### src/rtl/tlb_pkg.sv
package tlb_pkg;
  typedef enum logic [1:0] {
    MNT_NONE  = 2'd0,
    MNT_PAGE  = 2'd1,
    MNT_RANGE = 2'd2,
    MNT_ALL   = 2'd3
  } mnt_op_e;
endpackage

### src/rtl/tlb_cam_match.sv
// Associative compare: one hit bit per valid entry whose key equals the probe.
module tlb_cam_match #(
  parameter int ENTRIES = 4,
  parameter int VPN_W   = 20,
  parameter int ASID_W  = 8
) (
  input  logic [ENTRIES-1:0]             valid,
  input  logic [ENTRIES-1:0][VPN_W-1:0]  tag_vpn,
  input  logic [ENTRIES-1:0][ASID_W-1:0] tag_asid,
  input  logic [VPN_W-1:0]               key_vpn,
  input  logic [ASID_W-1:0]              key_asid,
  output logic [ENTRIES-1:0]             hit_vec
);
  function automatic logic key_eq(input logic [VPN_W-1:0] a_v, input logic [ASID_W-1:0] a_s,
                                  input logic [VPN_W-1:0] b_v, input logic [ASID_W-1:0] b_s);
    return (a_v == b_v) && (a_s == b_s);
  endfunction

  for (genvar i = 0; i < ENTRIES; i++) begin : g_cmp
    assign hit_vec[i] = valid[i] && key_eq(tag_vpn[i], tag_asid[i], key_vpn, key_asid);
  end
endmodule

### src/rtl/tlb_kill_gen.sv
// Works out which entries a maintenance command removes.
module tlb_kill_gen #(
  parameter int ENTRIES = 4,
  parameter int VPN_W   = 20
) (
  input  logic [1:0]                    mnt_op,
  input  logic [ENTRIES-1:0][VPN_W-1:0] tag_vpn,
  input  logic [VPN_W-1:0]              mnt_lo,
  input  logic [VPN_W-1:0]              mnt_hi,
  input  logic [ENTRIES-1:0]            page_hit,
  output logic [ENTRIES-1:0]            kill_vec
);
  import tlb_pkg::*;

  function automatic logic in_span(input logic [VPN_W-1:0] v, input logic [VPN_W-1:0] lo,
                                   input logic [VPN_W-1:0] hi);
    return (v >= lo) && (v <= hi);
  endfunction

  logic [ENTRIES-1:0] span_vec;
  for (genvar i = 0; i < ENTRIES; i++) begin : g_span
    assign span_vec[i] = in_span(tag_vpn[i], mnt_lo, mnt_hi);
  end

  always_comb begin
    unique case (mnt_op)
      MNT_PAGE:  kill_vec = page_hit;
      MNT_RANGE: kill_vec = span_vec;
      MNT_ALL:   kill_vec = '1;
      default:   kill_vec = '0;
    endcase
  end
endmodule

### src/rtl/tlb_victim_sel.sv
// Chooses the slot a fill writes: existing key, then lowest free, then round-robin.
module tlb_victim_sel #(
  parameter int ENTRIES = 4,
  localparam int IDX_W  = (ENTRIES > 1) ? $clog2(ENTRIES) : 1
) (
  input  logic                fill_en,
  input  logic [ENTRIES-1:0]  valid_after,
  input  logic [ENTRIES-1:0]  fill_hit,
  input  logic [IDX_W-1:0]    rr_ptr,
  output logic [ENTRIES-1:0]  wr_oh,
  output logic                use_rr
);
  function automatic logic [ENTRIES-1:0] lowest_set(input logic [ENTRIES-1:0] v);
    return v & (~v + 1'b1);
  endfunction

  logic [ENTRIES-1:0] free_vec;
  assign free_vec = ~valid_after;

  always_comb begin
    wr_oh  = '0;
    use_rr = 1'b0;
    if (fill_en) begin
      if (|fill_hit) begin
        wr_oh = fill_hit;
      end else if (|free_vec) begin
        wr_oh = lowest_set(free_vec);
      end else begin
        wr_oh[rr_ptr] = 1'b1;
        use_rr        = 1'b1;
      end
    end
  end
endmodule

### src/rtl/asid_tlb.sv
module asid_tlb #(
  parameter int ENTRIES = 4,
  parameter int VPN_W   = 20,
  parameter int PPN_W   = 20,
  parameter int ASID_W  = 8,
  localparam int IDX_W  = (ENTRIES > 1) ? $clog2(ENTRIES) : 1
) (
  input  logic              clk,
  input  logic              rst_n,
  input  logic [ASID_W-1:0] cur_asid,
  input  logic [VPN_W-1:0]  lk_vpn,
  output logic              lk_hit,
  output logic [PPN_W-1:0]  lk_ppn,
  input  logic              fill_en,
  input  logic [VPN_W-1:0]  fill_vpn,
  input  logic [PPN_W-1:0]  fill_ppn,
  input  logic [1:0]        mnt_op,
  input  logic [VPN_W-1:0]  mnt_lo,
  input  logic [VPN_W-1:0]  mnt_hi
);
  logic [ENTRIES-1:0]             valid_q;
  logic [ENTRIES-1:0][VPN_W-1:0]  vpn_q;
  logic [ENTRIES-1:0][ASID_W-1:0] asid_q;
  logic [ENTRIES-1:0][PPN_W-1:0]  ppn_q;
  logic [IDX_W-1:0]               rr_q;

  // named internal events, observed by the checker
  logic [ENTRIES-1:0] look_hit_vec;
  logic [ENTRIES-1:0] page_hit_vec;
  logic [ENTRIES-1:0] kill_vec;
  logic [ENTRIES-1:0] valid_after;
  logic [ENTRIES-1:0] fill_hit_vec;
  logic [ENTRIES-1:0] wr_oh;
  logic               use_rr;

  function automatic logic [IDX_W-1:0] rr_next(input logic [IDX_W-1:0] p);
    return (p == IDX_W'(ENTRIES - 1)) ? '0 : p + 1'b1;
  endfunction

  tlb_cam_match #(.ENTRIES(ENTRIES), .VPN_W(VPN_W), .ASID_W(ASID_W)) u_look (
    .valid(valid_q), .tag_vpn(vpn_q), .tag_asid(asid_q),
    .key_vpn(lk_vpn), .key_asid(cur_asid), .hit_vec(look_hit_vec)
  );

  tlb_cam_match #(.ENTRIES(ENTRIES), .VPN_W(VPN_W), .ASID_W(ASID_W)) u_page (
    .valid(valid_q), .tag_vpn(vpn_q), .tag_asid(asid_q),
    .key_vpn(mnt_lo), .key_asid(cur_asid), .hit_vec(page_hit_vec)
  );

  tlb_kill_gen #(.ENTRIES(ENTRIES), .VPN_W(VPN_W)) u_kill (
    .mnt_op(mnt_op), .tag_vpn(vpn_q), .mnt_lo(mnt_lo), .mnt_hi(mnt_hi),
    .page_hit(page_hit_vec), .kill_vec(kill_vec)
  );

  // maintenance first: the fill sees only what survives it
  assign valid_after = valid_q & ~kill_vec;

  tlb_cam_match #(.ENTRIES(ENTRIES), .VPN_W(VPN_W), .ASID_W(ASID_W)) u_fill (
    .valid(valid_after), .tag_vpn(vpn_q), .tag_asid(asid_q),
    .key_vpn(fill_vpn), .key_asid(cur_asid), .hit_vec(fill_hit_vec)
  );

  tlb_victim_sel #(.ENTRIES(ENTRIES)) u_vict (
    .fill_en(fill_en), .valid_after(valid_after), .fill_hit(fill_hit_vec),
    .rr_ptr(rr_q), .wr_oh(wr_oh), .use_rr(use_rr)
  );

  always_comb begin
    lk_ppn = '0;
    for (int i = 0; i < ENTRIES; i++) begin
      if (look_hit_vec[i]) lk_ppn = lk_ppn | ppn_q[i];
    end
  end
  assign lk_hit = |look_hit_vec;

  always_ff @(posedge clk) begin
    if (!rst_n) begin
      valid_q <= '0;
      rr_q    <= '0;
      vpn_q   <= '0;
      asid_q  <= '0;
      ppn_q   <= '0;
    end else begin
      valid_q <= valid_after | wr_oh;
      if (use_rr) rr_q <= rr_next(rr_q);
      for (int i = 0; i < ENTRIES; i++) begin
        if (wr_oh[i]) begin
          vpn_q[i]  <= fill_vpn;
          asid_q[i] <= cur_asid;
          ppn_q[i]  <= fill_ppn;
        end
      end
    end
  end
endmodule

### config.mk
export PLATFORM = sky130hd
export DESIGN_NAME = asid_tlb
export DESIGN_NICKNAME = d
export VERILOG_FILES = /design/src/rtl/tlb_pkg.sv /design/src/rtl/tlb_cam_match.sv /design/src/rtl/tlb_kill_gen.sv /design/src/rtl/tlb_victim_sel.sv /design/src/rtl/asid_tlb.sv
export SDC_FILE = /design/constraint.sdc
export NUM_CORES = 1
export LEC_CHECK = 0
export BUFFER_PORTS_ARGS = -buffer_cell sky130_fd_sc_hd__buf_2
export CORE_MARGIN = 5
export CORE_UTILIZATION = 35
export CTS_CLUSTER_DIAMETER = 100
export DETAILED_ROUTE_END_ITERATION = 10
export SYNTH_ARGS = -nofsm -noshare
export SYNTH_HDL_FRONTEND = slang
export SYNTH_SLANG_ARGS = --single-unit
### constraint.sdc
create_clock -name clk -period 4.7 [get_ports clk]
set_clock_uncertainty 0.15 [all_clocks]
set_input_delay 1.41 -clock clk [delete_from_list [all_inputs] [get_ports clk]]
set_output_delay 1.41 -clock clk [all_outputs]
set_load 0.01 [all_outputs]
==> results.md <==
- Status: complete, but fails checks
- Failing checks: negative setup slack
- Total CTS buffers: 17
- Sum of negative setup slack: -762 ps
- CP startpoint kind: input pin
- Core ar.: 38600 um^2
- Post-Syn Area: 13700 um^2
- Final setup viols: 21
- Final hold vios: 0
- Post-Syn Nets: 1815
- CP endpoint kind: primary output
- Worst-skew pair later-pin latency: 470 ps
- Largest net degree at the start of global routing: 78
- Post-synth top flop: dfxtp_1
- Worst-path clk slew: 80 ps
- Die area: 43100 um^2
- Comb pwr share: 18.2%
- EDFF count, synth: 0
- Seq/Total Area, Yosys: 29.0%
- All-Layer GR Usage: 22.9%
- Max-slew headroom: 57.0%
- P&R area growth vs syn: 30.1%
- Met2 Track Usage GR: 38.2%
- Mean Syn Cell Area: 8.89 um^2
- Synth Register Bits: 198
- TritonCTS clock tree: yes
- Sw Ratio: 31.3%
- HPWL reported at the end of detailed placement: 39000 um
- RePlAce Congestion: 0.985
- Grt peak-use layer: met2
- 1st-iter DRT viols: 1177
- P_leak: 8.67 nW
- Largest incremental delay on the critical path: 340 ps
- Final WL: 51600 um
- Initial antenna violation count: 3
- Final core utilization: 46.0%
- GR Util met1: 29.9%
- VDD IR max: 0.000263 V
- Critical path buffer and inverter count: 5
- DR vias: 12500
- Share of cells above drive strength 1: 23.2%
- Crit Path Max Fanout: 6
- I/O Buffers: 133
- Final net count: 2046
- Most used cell along the critical path: buf_12
- Setup WS pre-CTS: -337 ps
- Power Density: 237 nW/um^2
- Period utilization: 102%
- Slew Limit Fails: 0
- DRC violations left: 0
- Worst-Margin Slew: 641 ps
- CTS Sinks: 198
- Seq pwr share: 42.6%
- Int Pwr: 2.89 mW
- First-pass GRT wire length: 76400 um
- Vert. Die Dim: 208 um
- Root buffer cell: clkbuf_16
- Iteration count of the initial detailed-routing pass: 6
- F_max: 0.208 GHz
- Worst path cell trace: buf_12 -> xor2_4 -> nor4_2 -> nand4_1 -> buf_4 -> nor3_4 -> buf_12 -> buf_12 -> a222oi_1 -> nand2_1 -> buf_2
- HP Class: register to register
- Clock share of power: 39.2%
- Total congestion overflow: 0
- # IOs: 134
- Clock buffer depth: 2
- # hold bufs at CTS: 0
- Required @ worst endpoint: 3140 ps
- CP Class: input pin to primary output
- Cell family with most CP delay: simple AND/OR/NAND/NOR gates
- Min Clock Period, post-route: 4800 ps
- Worst Path Arrival: 3240 ps
- MaxCap Viol Count: 0
- Ys Warns: 0
- Worst setup margin: -98.3 ps
- Per-cell routed wire length: 22.4 um
- # rows: 72
- Met3 Resource Use GR: 4.41%
- Width of the die: 208 um
- Post-synth cell types: 56
- Sw power: 1.32 mW
- Vias in the first global route: 12400
- Async S/R FF share, synth: 0%
- Antenna viol nets, final: 0
- RSZ-0062 raised after global routing: yes
- Worst path slowest cell: nor4_2
- H-tree levels: 4
- Initial Util: 35.4%
- DR vias/cell: 5.42
- Post-Syn Instances: 1538
- Fill cells: 3710
-- registers in the layout, indices dropped and copies added, names as in the netlist --
| signal | cells |
|---|---|
| rr_q | 2 |
| asid_q | 32 |
| ppn_q | 80 |
| valid_q | 4 |
| vpn_q | 80 |
-- Yosys cell counts, types with 3 or more instances --
master | instances | area share (%)
nor4_1 | 39 | 1.8
buf_6 | 10 | 0.82
buf_2 | 7 | 0.26
a222oi_1 | 20 | 1.5
buf_4 | 7 | 0.38
a221o_1 | 4 | 0.29
a21oi_1 | 56 | 2.1
nand2_1 | 326 | 9.0
a221oi_1 | 7 | 0.45
o211ai_1 | 5 | 0.27
mux2i_1 | 196 | 14
and4_1 | 11 | 0.70
and3_1 | 3 | 0.14
o21a_1 | 5 | 0.27
inv_1 | 49 | 1.3
dfxtp_1 | 198 | 29
a211oi_1 | 6 | 0.33
nand2b_1 | 4 | 0.18
clkbuf_1 | 57 | 1.6
nand4_1 | 42 | 1.9
nor2_1 | 16 | 0.44
xnor2_1 | 51 | 3.3
nand3_1 | 24 | 0.88
ha_1 | 164 | 15
nor3_1 | 13 | 0.48
buf_1 | 3 | 0.082
nor2b_1 | 10 | 0.46
xor2_1 | 141 | 9.0
o21ai_0 | 16 | 0.59
a21o_1 | 16 | 0.88
-- cell type report --
cell class              count  area [um^2]  share of cell area, %
multi-input cells        1207         9720                   54.7
flip-flops and latches    198         3960                   22.3
repair buffers            296         2610                   14.7
well taps                 518          648                   3.65
clock buffers              17          425                   2.39
clock inverters            15          221                   1.25
inverters                  49          184                   1.03
diodes                      1         2.50                 0.0141
-- stage by stage --
stage	power, mW	hold slack [ps]	area, um^2	cells
6_report	4.21	312	17800	2301
5_1_grt	4.37	327	17800	2300
4_1_cts	4.18	312	17100	2285
3_5_place_dp	2.53	298	15900	2242
3_3_place_gp	2.51	291	15900	2242
2_1_floorplan	2.21	284	13700	1538
-- power groups by stage --
stage	sequential [mW]	clock [mW]	combinational, mW
2_1_floorplan	1.80	0	0.406
6_report	1.79	1.65	0.764
4_1_cts	1.79	1.67	0.724
5_1_grt	1.80	1.74	0.827
3_5_place_dp	1.83	0	0.700
3_3_place_gp	1.82	0	0.686
-- worst register-to-register path: stages (launching register included) --
cell,delay (ps)
dfxtp_1,550
inv_1,140
ha_1,310
nand2b_1,160
a41oi_1,220
o21ai_1,220
a221oi_2,310
o21ai_1,140
o221a_1,290
or4b_4,550
buf_4,170
o31ai_4,280
buf_4,190
buf_12,160
mux2i_1,220
-- cells in the final DEF, fill, tap and decap left out, types with 16 or more instances in the layout --
cell,count
nor4_1,22
clkbuf_16,23
buf_12,32
xor2_2,17
inv_1,49
xnor2_1,49
nand3_1,22
buf_4,125
buf_6,16
a21o_1,16
xor2_1,115
dfxtp_1,198
ha_1,164
mux2i_1,196
a222oi_1,20
nand2_2,17
o21ai_0,16
nand2_1,307
a21oi_1,56
nand4_1,42
buf_2,109
-- what timing repair did --
item / 4_1_cts / 5_1_grt
endpoints found under the setup margin: 21 / 31
buffers inserted: 6 / 10
resized for setup: 54 / 100
endpoints found under the hold margin: 0 / 0
cloned: 5 / 7
pin swaps: 16 / 37
-- routing by layer --
metal / up-vias / routed length [um]
li1: 5862 / -
met1: 6074 / 22300
met2: 433 / 24400
met3: 103 / 3080
met4: 6 / 1660
met5: - / 28
-- kinds of logic after synthesis --
group,share of synthesized area [%]
and+or+nand+nor,16.8
AOI/OAI and AO/OA,7.99
muxes,14.5
xor gates and xnor gates,12.3
buffers and inverters,4.46
DFF,29.0
adders and majority gates,15.0
-- path summary, 6_finish.rpt --
check	startpoint	end	slack, ps	cells after the start
max	lk_vpn[4]	lk_ppn[12]	-100	11
min	ppn_q[58]	ppn_q[58]	310	2
max reg2reg	vpn_q[0]	vpn_q[71]	570	14
min reg2reg	ppn_q[58]	ppn_q[58]	310	2
Note: power is estimated with default switching activity, not from simulation.
